`src/rtl/cla_pkg.sv`:
```
package cla_pkg;
    localparam int GRP_W = 4;

    typedef struct packed {
        logic g;
        logic p;
    } pg_t;
endpackage

```
`src/rtl/cla_operand_cond.sv`:
```
module cla_operand_cond #(
    parameter int WIDTH = 16
) (
    input  logic [WIDTH-1:0] b_raw,
    input  logic             sub_mode,
    output logic [WIDTH-1:0] b_eff,
    output logic             c_inject
);
    for (genvar i = 0; i < WIDTH; i++) begin : g_inv
        assign b_eff[i] = b_raw[i] ^ sub_mode;
    end
    assign c_inject = sub_mode;

    always_comb begin
        // subtract mode must present the ones' complement of B
        p_inv_r3: assert (sub_mode ? (b_eff == ~b_raw) : (b_eff == b_raw));
    end
endmodule

```
`src/rtl/cla_pg_row.sv`:
```
module cla_pg_row
    import cla_pkg::*;
#(
    parameter int WIDTH = 16
) (
    input  logic [WIDTH-1:0] op_x,
    input  logic [WIDTH-1:0] op_y,
    output pg_t  [WIDTH-1:0] pg
);
    for (genvar i = 0; i < WIDTH; i++) begin : g_bit
        assign pg[i].g = op_x[i] & op_y[i];
        assign pg[i].p = op_x[i] ^ op_y[i];
    end
endmodule

```
`src/rtl/cla_group4.sv`:
```
module cla_group4
    import cla_pkg::*;
(
    input  pg_t  [GRP_W-1:0] pg,
    input  logic             cin,
    output logic [GRP_W-1:0] sum,
    output logic             c_top_in,
    output logic             cout
);
    logic [GRP_W:0] c;

    assign c[0] = cin;
    assign c[1] = pg[0].g | (pg[0].p & cin);
    assign c[2] = pg[1].g | (pg[1].p & pg[0].g) | (pg[1].p & pg[0].p & cin);
    assign c[3] = pg[2].g | (pg[2].p & pg[1].g) | (pg[2].p & pg[1].p & pg[0].g)
                | (pg[2].p & pg[1].p & pg[0].p & cin);
    assign c[4] = pg[3].g | (pg[3].p & pg[2].g) | (pg[3].p & pg[2].p & pg[1].g)
                | (pg[3].p & pg[2].p & pg[1].p & pg[0].g)
                | (pg[3].p & pg[2].p & pg[1].p & pg[0].p & cin);

    for (genvar i = 0; i < GRP_W; i++) begin : g_sum
        assign sum[i] = pg[i].p ^ c[i];
    end

    assign c_top_in = c[GRP_W-1];
    assign cout     = c[GRP_W];

    logic [GRP_W+1:0] weight_sum;
    always_comb begin
        weight_sum = {{(GRP_W+1){1'b0}}, cin};
        for (int i = 0; i < GRP_W; i++) begin
            weight_sum = weight_sum + ((GRP_W+2)'(2 * pg[i].g + pg[i].p) << i);
        end
        // group carry and sum equal the weighted generate/propagate total
        p_grp_total_r2: assert ({cout, sum} == weight_sum[GRP_W:0]);
    end
endmodule

```
`src/rtl/cla_addsub.sv`:
```
module cla_addsub
    import cla_pkg::*;
#(
    parameter int WIDTH = 16
) (
    input  logic [WIDTH-1:0] a_i,
    input  logic [WIDTH-1:0] b_i,
    input  logic             sub_i,
    output logic [WIDTH-1:0] result_o,
    output logic             carry_o,
    output logic             ovf_o
);
    localparam int NGRP = WIDTH / GRP_W;

    logic [WIDTH-1:0] b_eff;
    logic             c_inj;
    pg_t  [WIDTH-1:0] pg;
    logic [NGRP:0]    gc;
    logic [NGRP-1:0]  top_in;

    cla_operand_cond #(.WIDTH(WIDTH)) u_cond (
        .b_raw    (b_i),
        .sub_mode (sub_i),
        .b_eff    (b_eff),
        .c_inject (c_inj)
    );

    cla_pg_row #(.WIDTH(WIDTH)) u_pg (
        .op_x (a_i),
        .op_y (b_eff),
        .pg   (pg)
    );

    assign gc[0] = c_inj;

    for (genvar k = 0; k < NGRP; k++) begin : g_grp
        cla_group4 u_grp (
            .pg       (pg[k*GRP_W +: GRP_W]),
            .cin      (gc[k]),
            .sum      (result_o[k*GRP_W +: GRP_W]),
            .c_top_in (top_in[k]),
            .cout     (gc[k+1])
        );
    end

    assign carry_o = gc[NGRP];
    assign ovf_o   = top_in[NGRP-1] ^ gc[NGRP];

    logic [WIDTH-1:0] ref_sum;
    logic [WIDTH-1:0] ref_dif;
    logic             sa, sb, sr;
    always_comb begin
        ref_sum = a_i + b_i;
        ref_dif = a_i - b_i;
        sa = a_i[WIDTH-1];
        sb = b_i[WIDTH-1];
        sr = result_o[WIDTH-1];
        if (!sub_i) begin
            p_add_r1: assert (result_o == ref_sum);
            p_ovf_add_r5: assert (ovf_o == ((sa == sb) && (sr != sa)));
        end else begin
            p_sub_r3: assert (result_o == ref_dif);
            p_no_borrow_r4: assert (carry_o == (a_i >= b_i));
            p_ovf_sub_r5: assert (ovf_o == ((sa != sb) && (sr != sa)));
        end
    end
endmodule

```
`config.mk`:
```
export PLATFORM = sky130hd
export DESIGN_NAME = cla_addsub
export DESIGN_NICKNAME = d
export VERILOG_FILES = /design/src/rtl/cla_pkg.sv /design/src/rtl/cla_operand_cond.sv /design/src/rtl/cla_pg_row.sv /design/src/rtl/cla_group4.sv /design/src/rtl/cla_addsub.sv
export SDC_FILE = /design/constraint.sdc
export NUM_CORES = 1
export LEC_CHECK = 0
export BUFFER_PORTS_ARGS = -buffer_cell sky130_fd_sc_hd__buf_2
export CORE_ASPECT_RATIO = 1.1
export CORE_MARGIN = 2
export CORE_UTILIZATION = 42
export DETAILED_ROUTE_END_ITERATION = 10
export GPL_TIMING_DRIVEN = 1
export MAX_ROUTING_LAYER = met4
export PLACE_DENSITY_LB_ADDON = 0.1
export SLEW_MARGIN = 20
export SYNTH_ARGS = -nofsm -noshare
export SYNTH_HDL_FRONTEND = slang
export SYNTH_SLANG_ARGS = --single-unit
```
`constraint.sdc`:
```
create_clock -name vclk -period 2.9
set_input_delay 0.145 -clock vclk [all_inputs]
set_output_delay 0.145 -clock vclk [all_outputs]
set_load 0.02 [all_outputs]
```
Word-level counts from Yosys, hierarchy flattened
Index checks and enable logic that the tools add are counted.

word-level totals
  bits of input ports = 33
  output and inout bits = 18
  bits in registers = 0
  word-level logic and storage cells = 169

cells by class
  bitwise logic cells = 169

operators by type and width
  cell               number
  AND 1 bit          80
  bitwise XOR 1 bit  49
  OR 1 bit           40

Depth between registers and ports, before layout
Gate-level depths: netlist of the first run.

  depth after elaboration = 14
  mapped depth = 11
  gate-level depth less buffers = 9

By module
Synthesis of the first run repeated with hierarchy kept, for this count alone.

unflattened totals
  cell total of the unflattened synthesis = 80
  area total of the unflattened synthesis = 733.2 µm²

by module, submodules not included
  module            instances  cells an instance  area each (µm²)  sequential area each (µm²)
  cla_group4        4          11                 86.3             0.0
  cla_pg_row        1          16                 200.2            0.0
  cla_operand_cond  1          19                 178.9            0.0
  cla_addsub        1          1                  8.8              0.0

Worst setup path before layout of the first run
Ideal clock, no wire load.

  path kind = input -> output
  start = input sub_i
  end = output result_o[12]
  cell stages on the path = 11
  slack = -0.219 ns
  required time = 2.755 ns
  path buffers = 2
  arrival = 2.974 ns
  cell sequence = clkbuf_1 > buf_2 > xor2_1 > ha_1 > a211oi_1 > nor2_1 > a311oi_1 > o21ai_0 > a21oi_1 > fa_1 > inv_1

on the way
  longest elaborated chain between the ends = 12
  elaborated cells between the ends (all ways) = 72
  those cells by class = bitwise (72)

RTL lines
  item                                            RTL line                                              source
  start: declaration                              cla_addsub.sv:8                                       input logic sub_i,
  bitwise XOR 1 bit                               cla_operand_cond.sv:10                                assign b_eff[i] = b_raw[i] ^ sub_mode;
  bitwise XOR 1 bit or AND 1 bit (tied branches)  cla_pg_row.sv:12, cla_pg_row.sv:11
  AND 1 bit (on tied branches)                    cla_group4.sv:17, cla_group4.sv:18, cla_group4.sv:19
  OR 1 bit (tied with other cells) (2 in a row)   cla_group4.sv:17                                      assign c[4] = pg[3].g | (pg[3].p & pg[2].g) | (pg[3].p & pg[2].p & pg[1].g)
  OR 1 bit or AND 1 bit (tied branches)           cla_group4.sv:18, cla_group4.sv:19
  OR 1 bit                                        cla_group4.sv:19                                      | (pg[3].p & pg[2].p & pg[1].p & pg[0].p & cin);
  AND 1 bit                                       cla_group4.sv:19
  OR 1 bit                                        cla_group4.sv:19
  AND 1 bit                                       cla_group4.sv:19
  OR 1 bit                                        cla_group4.sv:19
  bitwise XOR 1 bit *                             cla_group4.sv:22                                      assign sum[i] = pg[i].p ^ c[i];
  end: declaration                                cla_addsub.sv:9                                       output logic [WIDTH-1:0] result_o,

Every way passes the cells marked *; elsewhere a longest branch is shown, timed or not.

Worst setup path after layout of the first run
Ends and elaborated chain as after synthesis.

==> flow_metrics.tcl, run 1 <==
set metrics [dict create \
    post_dp_cell_area_um2 1160 \
    seqCellArea_um2 0 \
    sequentialPowerShare_pct 0 \
    grt_pass1_wl_mm 2.90 \
    portBuffers 51 \
    rsz0062_at_grt "no" \
    min_path_cells 4 \
    grt_max_degree 14 \
    start_kind "primary input" \
    ys_seq_area_share_pct 0 \
    layout_common_cells "buf_2, xor2_1, ha_1" \
    wl_per_cell_um 9.80 \
    path_class "primary input to output pin" \
    report.final.setup_viol 0 \
    crit_path_max_fanout 13 \
    vias 917 \
    worstMarginPinSlew_ns 0.368 \
    p_sw_w 0.000258 \
    relSlewSlack_pct 75.4 \
    slew_viol_final 0 \
    netlist_instances 107 \
    overflow 0 \
    die_w_um 47.0 \
    cts_resized 0 \
    dr.pass1.iters 4 \
    fp.dieH_um 51.3 \
    yosys_warnings 0 \
    final.period_utilization_pct 92.4 \
    nNetsFinal 212 \
    peakVddDrop_mv 0.220 \
    drive_above_1_share_pct 36.1 \
    syn-num-nets 159 \
    hold_slack_ns 0.734 \
    worstPathArrival_ns 2.54 \
    ys_top_cells_by_area "ha_1, xor2_1, xnor2_1, fa_1, inv_1" \
    seq_cells 0 \
    synth_area_um2 856 \
    endpoint_kind "output pin" \
    power.clock.fraction_pct 0 \
    drt-initial-drc-count 7 \
    layout-area-overhead-vs-synth_pct 35.4 \
    p_comb_share_pct 100.0 \
    dp_hpwl_mm 1.65 \
    diodes 0 \
    cp.required_ns 2.76 \
    initial_core_util_pct 43.7 \
    switching_share_pct 58.3 \
    ant_nets 0 \
    cts_hold_buf 0 \
    wl_mm 1.82 \
    post_drt_via_cell_ratio 4.93 \
    power.density_nw_per_um2 381 \
    synth_cell_types 27 \
    hold_violations 0 \
    fp-row-count 17 \
    post_cts_buffers 0 \
    hold_path_end "result_o[1]" \
    track_usage_pct 15.5 \
    p_int_w 0.000184 \
    final_common_cell "buf_2" \
    dieArea_um2 2420 \
    grt_pass1_vias 802 \
    fin_crit_ns 2.68 \
    yosys.area.top_type "ha_1" \
    num-fill-cells 195 \
    fin_tns_setup_ns 0 \
    io_pins 51 \
    core_um2 1960 \
    antenna_found_initial 0 \
    power.leakage_nw 0.643 \
    syn_area_per_cell_um2 8.00 \
    final_area_um2 1160 \
    worstHoldPathType "primary input to output pin" \
    cap_violations 0 \
    synth.top_cell.area_share_pct 23.4 \
    gp_congestion 0.743 \
    nClkBuffers 0 \
    status "finished clean" \
    min_from "a_i[0]" \
    drc 0 \
    fmax_ghz 0.373 \
]
## layer usage
layer	global-route usage (%)	wire length [um]	up-vias
met5	-	0	-
met4	0	0	0
met3	0	83	0
met2	32.0	985	28
met1	16.7	753	410
li1	-	-	479
## how the worst max path moves through the flow
stage,cells past startpoint,slack [ns],end,from
floorplan,11,0.03,result_o[13],sub_i
global placement,11,0.18,result_o[13],sub_i
finish,11,0.22,result_o[12],sub_i
detailed placement,11,0.10,result_o[13],sub_i
CTS,11,0.1,result_o[13],sub_i
global route,11,0.04,result_o[13],sub_i
## power by group through the flow
stage / clock network (W) / registers, W / logic [W]
5_1_grt: 0 / 0 / 0.000485
4_1_cts: 0 / 0 / 0.000446
2_1_floorplan: 0 / 0 / 0.000315
3_5_place_dp: 0 / 0 / 0.000444
3_3_place_gp: 0 / 0 / 0.000438
6_report: 0 / 0 / 0.000441
## kinds of logic after synthesis
logic type	share of synthesized area, %
multiplexers	2.92
XOR/XNOR	28.7
adder cells (fa/ha/maj)	30.4
buffers and inverters	5.85
AO/OA/AOI/OAI	21.6
AND/OR/NAND/NOR	10.5
## cell usage after synthesis, drive strengths merged
| master | number |
|---|---|
| and2 | 1 |
| fa | 3 |
| xnor2 | 8 |
| xor2 | 20 |
| mux2i | 1 |
| clkbuf | 1 |
| and3 | 1 |
| nor2 | 5 |
| a311oi | 1 |
| nand3 | 2 |
| mux2 | 1 |
| o21a | 1 |
| a211oi | 2 |
| and4 | 1 |
| o21bai | 1 |
| nand2b | 1 |
| buf | 1 |
| o21ai | 5 |
| a21oi | 8 |
| o41a | 1 |
| ha | 16 |
| a31oi | 2 |
| inv | 11 |
| a21o | 4 |
| a2111oi | 1 |
| nand2 | 6 |
| nor3 | 2 |
## stage by stage
stage | instances | setup WS (ns) | util [%] | total power [W]
global placement | 186 | 0.182 | 59.2 | 0.000438
floorplan | 107 | 0.0343 | - | 0.000315
finish | 186 | 0.219 | 59.2 | 0.000441
detailed placement | 186 | 0.102 | 59.2 | 0.000444
global route | 186 | 0.0382 | 59.2 | 0.000485
CTS | 186 | 0.0999 | 59.2 | 0.000446
## area by class of cell
class / instances / area, um^2 / area share (%)
inverters: 11 / 41.3 / 3.56
multi-input cells: 94 / 812 / 70.1
repair buffers: 53 / 270 / 23.3
well taps: 28 / 35.0 / 3.02
## worst max-delay path, cell delays in order
cell,delay (ns)
buf_2,0.32
xor2_1,0.18
ha_1,0.27
a211oi_1,0.24
nor2_1,0.14
a311oi_2,0.25
o21ai_1,0.15
a21oi_1,0.19
fa_1,0.42
inv_1,0.07
buf_2,0.15
Power figures use the tool's default switching activity.
==> run 2, diff against run 1 <==
--- a/config.mk
+++ b/config.mk
@@ -12,7 +12,7 @@
 export DETAILED_ROUTE_END_ITERATION = 10
 export GPL_TIMING_DRIVEN = 1
 export MAX_ROUTING_LAYER = met4
-export PLACE_DENSITY_LB_ADDON = 0.1
+export PLACE_DENSITY_LB_ADDON = 0.15
 export SLEW_MARGIN = 20
 export SYNTH_ARGS = -nofsm -noshare
 export SYNTH_HDL_FRONTEND = slang
==> constraint.sdc (replaced) <==
create_clock -name vclk -period 2.9
set_input_delay 0 -clock vclk [all_inputs]
set_output_delay 0 -clock vclk [all_outputs]
set_load 0.02 [all_outputs]
==> flow_metrics.tcl, run 2 (synthesized netlist as in run 1, its figures left out) <==
set metrics [dict create \
    cp.buffers_inverters 3 \
    slew_viol_final 0 \
    cp.required_ns 2.90 \
    crit_top_cell "buf_2" \
    core_um2 1960 \
    cpPeakStageDelay_ns 0.43 \
    final.period_utilization_pct 86.8 \
    worstMarginPinSlew_ns 0.364 \
    dp_hpwl_mm 1.65 \
    seqCellArea_um2 0 \
    nClkBuffers 0 \
    worstPathArrival_ns 2.52 \
    track_usage_pct 15.7 \
    fp.dieH_um 51.3 \
    report.final.setup_viol 0 \
    status "finished clean" \
    post_cts_buffers 0 \
    power.density_nw_per_um2 380 \
    fmax_ghz 0.397 \
    dr.pass1.iters 2 \
    post_drt_via_cell_ratio 4.91 \
    io_pins 51 \
    nNetsFinal 212 \
    drive_above_1_share_pct 35.4 \
    portBuffers 51 \
    layout-area-overhead-vs-synth_pct 34.6 \
    grt_pass1_wl_mm 2.95 \
    num-fill-cells 210 \
    antenna_found_initial 0 \
    vias 913 \
    worstHoldPathType "primary input to output pin" \
    seq_cells 0 \
    hold_violations 0 \
    critical_path.top_delay_family "compound AO/OA/AOI/OAI gates" \
    fp-row-count 17 \
    drt-initial-drc-count 3 \
    dieArea_um2 2420 \
    crit_path_max_fanout 13 \
    die_w_um 47.0 \
    power.leakage_nw 0.642 \
    sequentialPowerShare_pct 0 \
    wl_mm 1.79 \
    power.clock.fraction_pct 0 \
    ant_nets 0 \
    critPathSlowestCell "fa_1" \
    initial_core_util_pct 43.7 \
    cap_violations 0 \
    endpoint_kind "output pin" \
    overflow 0 \
    switching_share_pct 58.3 \
    cts_hold_buf 0 \
    start_kind "primary input" \
    layout_common_cells "buf_2, xor2_1, ha_1" \
    p_int_w 0.000183 \
    path_class "primary input to output pin" \
    cts_resized 0 \
    relSlewSlack_pct 75.5 \
    final_common_cell "buf_2" \
    p_sw_w 0.000255 \
    rsz0062_at_grt "no" \
    p_comb_share_pct 100.0 \
    diodes 0 \
    wl_per_cell_um 9.60 \
    fin_crit_ns 2.52 \
    power_w 0.000438 \
    fin_tns_setup_ns 0 \
    peakVddDrop_mv 0.209 \
    gp_congestion 0.745 \
    drc 0 \
    grt_pass1_vias 786 \
    grt_max_degree 14 \
    crit_chain "buf_2 > xor2_1 > ha_1 > a211oi_1 > nor2_1 > a311oi_1 > o21ai_0 > a21oi_1 > fa_1 > inv_1 > buf_2" \
]
## run 2: layer usage
layer | wire (um) | share of wire (%) | GRT usage, %
met4 | 0 | 0 | 0
met2 | 910 | 51 | 30.8
met3 | 107 | 6.0 | 0.353
met1 | 767 | 43 | 18.1
met5 | 0 | 0 | -
## run 2: power groups by stage
stage          Combinational [W]  Clock, W  Sequential, W
2_1_floorplan           0.000313         0              0
4_1_cts                 0.000444         0              0
5_1_grt                 0.000484         0              0
3_3_place_gp            0.000435         0              0
6_report                0.000438         0              0
3_5_place_dp            0.000442         0              0
## run 2: path summary, 6_finish.rpt
| check | start | depth (start not counted) | slack [ns] | to |
|---|---|---|---|---|
| min | a_i[0] | 4 | 0.45 | result_o[1] |
| max | sub_i | 11 | 0.38 | result_o[12] |
## run 2: stage by stage
step	utilization, %	cells	hold slack, ns	setup slack, ns	area (um^2)
5_1_grt	58.9	186	0.468	0.0951	1150
3_3_place_gp	58.9	186	0.438	0.420	1150
3_5_place_dp	58.9	186	0.442	0.346	1150
4_1_cts	58.9	186	0.448	0.343	1150
2_1_floorplan	-	107	0.272	0.0714	856
6_report	58.9	186	0.447	0.382	1150
## run 2: cell type report
type | count | area, um^2 | share of cell area [%]
Tap cell | 28 | 35.0 | 3.04
Inverter | 11 | 41.3 | 3.58
Timing Repair Buffer | 53 | 270 | 23.5
Multi-Input combinational cell | 94 | 806 | 69.9
